File: src/rtl/ring_pkg.sv
package ring_pkg;

    localparam int TAG_W = 4;
    localparam logic [TAG_W-1:0] TOKEN_TAG = 4'b1010;

    // Word moving between neighbouring nodes.
    typedef struct packed {
        logic             valid;
        logic [TAG_W-1:0] tag;
        logic             par;
    } ring_word_t;

    typedef enum logic {
        ND_WAIT = 1'b0,
        ND_OWN  = 1'b1
    } node_state_t;

    localparam ring_word_t IDLE_WORD = '0;

    function automatic ring_word_t token_word();
        ring_word_t w;
        w.valid = 1'b1;
        w.tag   = TOKEN_TAG;
        w.par   = ^{1'b1, TOKEN_TAG};
        return w;
    endfunction

    // Even parity over the whole word.
    function automatic logic parity_good(ring_word_t w);
        return (^w) == 1'b0;
    endfunction

endpackage

File: src/rtl/ring_word_check.sv
module ring_word_check
    import ring_pkg::*;
(
    input  ring_word_t w,
    output logic       usable,
    output logic       corrupt
);
    always_comb begin
        corrupt = !parity_good(w);
        usable  = parity_good(w) && w.valid && (w.tag == TOKEN_TAG);
    end
endmodule

File: src/rtl/ring_node.sv
module ring_node
    import ring_pkg::*;
#(
    parameter bit INJECT = 1'b0
) (
    input  logic       clk,
    input  logic       rst,
    input  ring_word_t word_in,
    input  logic       req,
    input  logic       done,
    output ring_word_t word_out,
    output logic       grant,
    output logic       err
);
    node_state_t state;
    logic        tok_ok;
    logic        tok_bad;

    ring_word_check u_chk (
        .w       (word_in),
        .usable  (tok_ok),
        .corrupt (tok_bad)
    );

    always_ff @(posedge clk) begin
        if (rst) begin
            state    <= ND_WAIT;
            word_out <= INJECT ? token_word() : IDLE_WORD;
            err      <= 1'b0;
        end else begin
            word_out <= IDLE_WORD;
            if (tok_bad)
                err <= 1'b1;
            unique case (state)
                ND_WAIT: begin
                    if (tok_ok) begin
                        if (req) state    <= ND_OWN;
                        else     word_out <= token_word();
                    end
                end
                ND_OWN: begin
                    if (done) begin
                        state    <= ND_WAIT;
                        word_out <= token_word();
                    end
                end
                default: state <= ND_WAIT;
            endcase
        end
    end

    assign grant = (state == ND_OWN);

    // grant only rises after a usable token met a request
    a_r4_grant_on_token: assert property (@(posedge clk) disable iff (rst)
        $rose(grant) |-> $past(tok_ok && req));
    // a corrupted word is never turned into a grant
    a_r9_no_use_bad: assert property (@(posedge clk) disable iff (rst)
        $rose(grant) |-> !$past(tok_bad));
    // grant holds while done is low
    a_r5_grant_hold: assert property (@(posedge clk) disable iff (rst)
        (grant && !done) |=> grant);
    // done releases grant and emits the token
    a_r6_release: assert property (@(posedge clk) disable iff (rst)
        (grant && done) |=> (!grant && word_out.valid));
    // idle node forwards an arriving token
    a_r3_forward: assert property (@(posedge clk) disable iff (rst)
        (!grant && tok_ok && !req) |=> word_out.valid);
    // error flag is sticky
    a_r9_err_sticky: assert property (@(posedge clk) disable iff (rst)
        err |=> err);
endmodule

File: src/rtl/token_ring_ctrl.sv
module token_ring_ctrl
    import ring_pkg::*;
#(
    parameter int N = 4
) (
    input  logic         clk,
    input  logic         rst,
    input  logic [N-1:0] req,
    input  logic [N-1:0] done,
    input  logic [N-1:0] fault,
    output logic [N-1:0] grant,
    output logic [N-1:0] err
);
    ring_word_t   link_out [N];
    ring_word_t   link_in  [N];
    logic [N-1:0] link_valid;

    for (genvar i = 0; i < N; i++) begin : g_node
        localparam int PREV = (i == 0) ? N - 1 : i - 1;

        always_comb begin
            link_in[i]     = link_out[PREV];
            link_in[i].par = link_out[PREV].par ^ fault[i];
        end

        assign link_valid[i] = link_out[i].valid;

        // The node before node 0 holds the token at reset, so node 0 sees it first.
        ring_node #(.INJECT(i == N - 1)) u_node (
            .clk      (clk),
            .rst      (rst),
            .word_in  (link_in[i]),
            .req      (req[i]),
            .done     (done[i]),
            .word_out (link_out[i]),
            .grant    (grant[i]),
            .err      (err[i])
        );
    end

    // a single owner at any time
    a_r1_single_grant: assert property (@(posedge clk) disable iff (rst)
        $onehot0(grant));
    // never more than one token in the ring
    a_r1_one_token: assert property (@(posedge clk) disable iff (rst)
        $countones({link_valid, grant}) <= 1);
endmodule

File: config.mk
export PLATFORM = sky130hd
export DESIGN_NAME = token_ring_ctrl
export DESIGN_NICKNAME = d
export VERILOG_FILES = /design/src/rtl/ring_pkg.sv /design/src/rtl/ring_word_check.sv /design/src/rtl/ring_node.sv /design/src/rtl/token_ring_ctrl.sv
export SDC_FILE = /design/constraint.sdc
export NUM_CORES = 1
export LEC_CHECK = 0
export BUFFER_PORTS_ARGS = -buffer_cell sky130_fd_sc_hd__buf_2
export CORE_MARGIN = 5
export CORE_UTILIZATION = 41
export DETAILED_ROUTE_END_ITERATION = 10
export GPL_TIMING_DRIVEN = 0
export PLACE_DENSITY = 0.71
export SLEW_MARGIN = 20
export SYNTH_ARGS = -nofsm -noshare
export SYNTH_HDL_FRONTEND = slang
export SYNTH_SLANG_ARGS = --single-unit
File: constraint.sdc
create_clock -name clk -period 1.15 [get_ports clk]
set_clock_uncertainty 0.1 [all_clocks]
set_input_delay 0.23 -clock clk [delete_from_list [all_inputs] [get_ports clk]]
set_output_delay 0.23 -clock clk [all_outputs]
set_load 0.05 [all_outputs]
==> flow_summary.toml <==
[pwr]
total_power_uw = 904
power-per-cell-area_nw_per_um2 = 1060
peak_vdd_ir_mv = 0.660
leakage_nw = 0.393

[layout]
antenna-diode-count = 0
filler_instances = 112
syn_to_final_growth_pct = 45.0
multi_input_comb_area_um2 = 283
fin_util = 0.641
drive_above_1_share = 0.557
design.final.nets = 108
layout.area.seq_um2 = 254

[route]
drcViolationCount = 0
route.detailed.vias_per_inst = 4.83
avgRoutedWirePerCell_um = 12.3
detail_route.wirelength_um = 1270
ant_nets = 0
detailedRoute.firstIterationViolations = 3
drt_pass1_iterations = 4
route.vias.total = 497

[die]
core-area_um2 = 1330
row_count = 13
area_of_the_die_um2 = 2300
die_w_um = 47.9
pin_count = 22
die_h_um = 47.9
initial_utilization = 0.442

[sta]
timing_max_transition_violations_final = 0
worst-slew-pin-transition_ns = 0.210
rsz0062_at_grt = "yes"
finalWorstSetupSlack_ns = -0.0185
setup_viol = 1
final_min_period_over_clock_period = 1.02
final.min_clock_period_ns = 1.17
timing.hold.ws_ns = 0.0550
achievable-frequency_mhz = 856
slew_margin_rel = 0.860
timing_hold_violations_final = 0

[yosys]
synthDominantAreaCellType = "dfxtp_1"
synth.net_count = 83
ys_seq_elements = 12
synthFlopType = "dfxtp_1"
synthCells = 65
synthTopCellsByArea = "dfxtp_1 41%, buf_4 10%, a21oi_1 9.3%"
syn-cell-area_um2 = 589
yosysMostFrequentCell = "dfxtp_1"
post_synth.cell_area_avg_um2 = 9.07
ys_types = 14
synth_sequential_area_ratio = 0.408
ys_async_sr_fraction = 0
number_of_enable_type_register_cells_in_the_synthesized_netlist = 0
synth_top_cells_by_count = "12 x dfxtp_1, 11 x a21oi_1, 8 x buf_4, 8 x inv_1"
netlist.area_leader.share = 0.408
yosys_warning_count = 0

[worst_setup_path]
critPathCaptureType = "output port"
reg2reg_slack_ns = 0.01
critPathBufInv = 2
cp_top_family = "flip-flops"
crit_required_ns = 0.82
cp_data_arrival_time_ns = 0.84
critPathMaxFanout = 2
kind_of_critical_path = "reg -> out"
crit_slowest_cell = "dfxtp_2"
critPathLaunchType = "register"
worstPathCellList = "buf_6 > buf_8"
timing.critical_path.slowest_cell_delay_ns = 0.33

[grt]
grt.total_usage = 0.129
grt-ovfl-total = 0
grt_start_max_net_pins = 11
grt_pass1_wl_um = 1990
first_global_vias = 531
grt_antenna_before_repair = 0

[clocking]
clock-root-buffer = "clkbuf_4"
tritoncts = "yes"
cts.path.max_buffers = 2
clk-insertion-delay-late_ns = 0.27
clk_transition_reported_paths_ns = 0.08
cts_inserted_buffers = 3
cts-htree-levels = 1
hold_buffers = 0
clkSinkCount = 12

[run_status]
run_status = "finished, violations left"
failed_checks = "negative setup slack"

[min_path]
tightest_hold_check_type = "in -> reg"

[placement]
detailed_place_hpwl_um = 844
gpl.final_weighted_congestion = 0.687
portBuffers = 21

[flow_run]
maxCapViolations = 0
-- report_power, final --
| part | total (mW) | switching [mW] | internal [mW] |
|---|---|---|---|
| sequential | 0.453 | 0.0152 | 0.438 |
| clock | 0.256 | 0.135 | 0.121 |
| combinational | 0.195 | 0.104 | 0.0909 |
-- sequential cells by signal, indices dropped and copies added, names as in the netlist --
register,cells
g_node.u_node.word_out,4
g_node.u_node.grant,4
g_node.u_node.err,4
-- cell families (layout without fill, tap and decap cells) --
| logic type | after synthesis | after routing | synth area share |
|---|---|---|---|
| AOI/OAI and AO/OA | 13 | 13 | 0.117 |
| and+or+nand+nor | 15 | 15 | 0.170 |
| xor gates and xnor gates | 4 | 4 | 0.0594 |
| adders and majority gates | 4 | 4 | 0.0849 |
| buffers and inverters | 17 | 40 | 0.161 |
| DFF | 12 | 12 | 0.408 |
-- routing by layer --
metal  global-route usage  share of wire  vias up
met5                    0              0        -
met4               0.0968          0.018        0
met3               0.0263          0.055        2
met2                0.243           0.54       15
met1                0.118           0.39      233
li1                     -              -      247
-- through the flow --
stage | setup slack, ns | TNS, ns | std cells | area [um2]
after floorplan | 0.0394 | 0 | 65 | 589
after global placement | -0.0504 | -0.114 | 101 | 713
final | -0.0185 | -0.0185 | 103 | 855
after CTS | -0.0269 | -0.0269 | 102 | 818
after global routing | -0.0388 | -0.0926 | 103 | 855
after detailed placement | -0.0394 | -0.104 | 101 | 713
-- timing repair --
action                                  in CTS  in global routing
resized for setup                           36                  6
hold endpoints to repair                     0                  0
endpoints found under the setup margin      11                  6
buffers inserted                             5                  1
pin swaps                                    1                  5
-- layout make-up --
class / instances / share of cell area
inverter: 8 / 0.0351
timing repair buffer: 27 / 0.269
multi-input combinational: 36 / 0.331
sequential: 12 / 0.297
tap: 15 / 0.0220
buffer: 2 / 0.0190
clock buffer: 3 / 0.0264
-- final timing paths --
| path | startpoint | endpoint | depth (start not counted) |
|---|---|---|---|
| setup / recovery | g_node[2].u_node.grant | grant[2] | 2 |
| hold / removal | rst | g_node[2].u_node.word_out[2] | 2 |
| setup reg to reg | g_node[1].u_node.word_out[2] | g_node[2].u_node.word_out[2] | 3 |
| hold reg to reg | g_node[3].u_node.err | g_node[3].u_node.err | 2 |
-- cell usage in the layout (no fill, tap or decap) --
| cell type | n |
|---|---|
| buf_2 | 14 |
| dfxtp_2 | 11 |
| a21oi_1 | 10 |
| inv_1 | 8 |
| buf_8 | 8 |
| buf_4 | 6 |
| nand3b_1 | 4 |
| nand2b_1 | 4 |
| nand2_1 | 3 |
| xor2_1 | 3 |
| clkbuf_4 | 3 |
| or3b_1 | 2 |
| a21oi_2 | 2 |
| ha_1 | 2 |
| or2b_1 | 1 |
| xor2_2 | 1 |
| o21ai_0 | 1 |
| or3b_4 | 1 |
| ha_2 | 1 |
| ha_4 | 1 |
| buf_6 | 1 |
| dfxtp_1 | 1 |
Note: power is estimated with default switching activity, not from simulation.
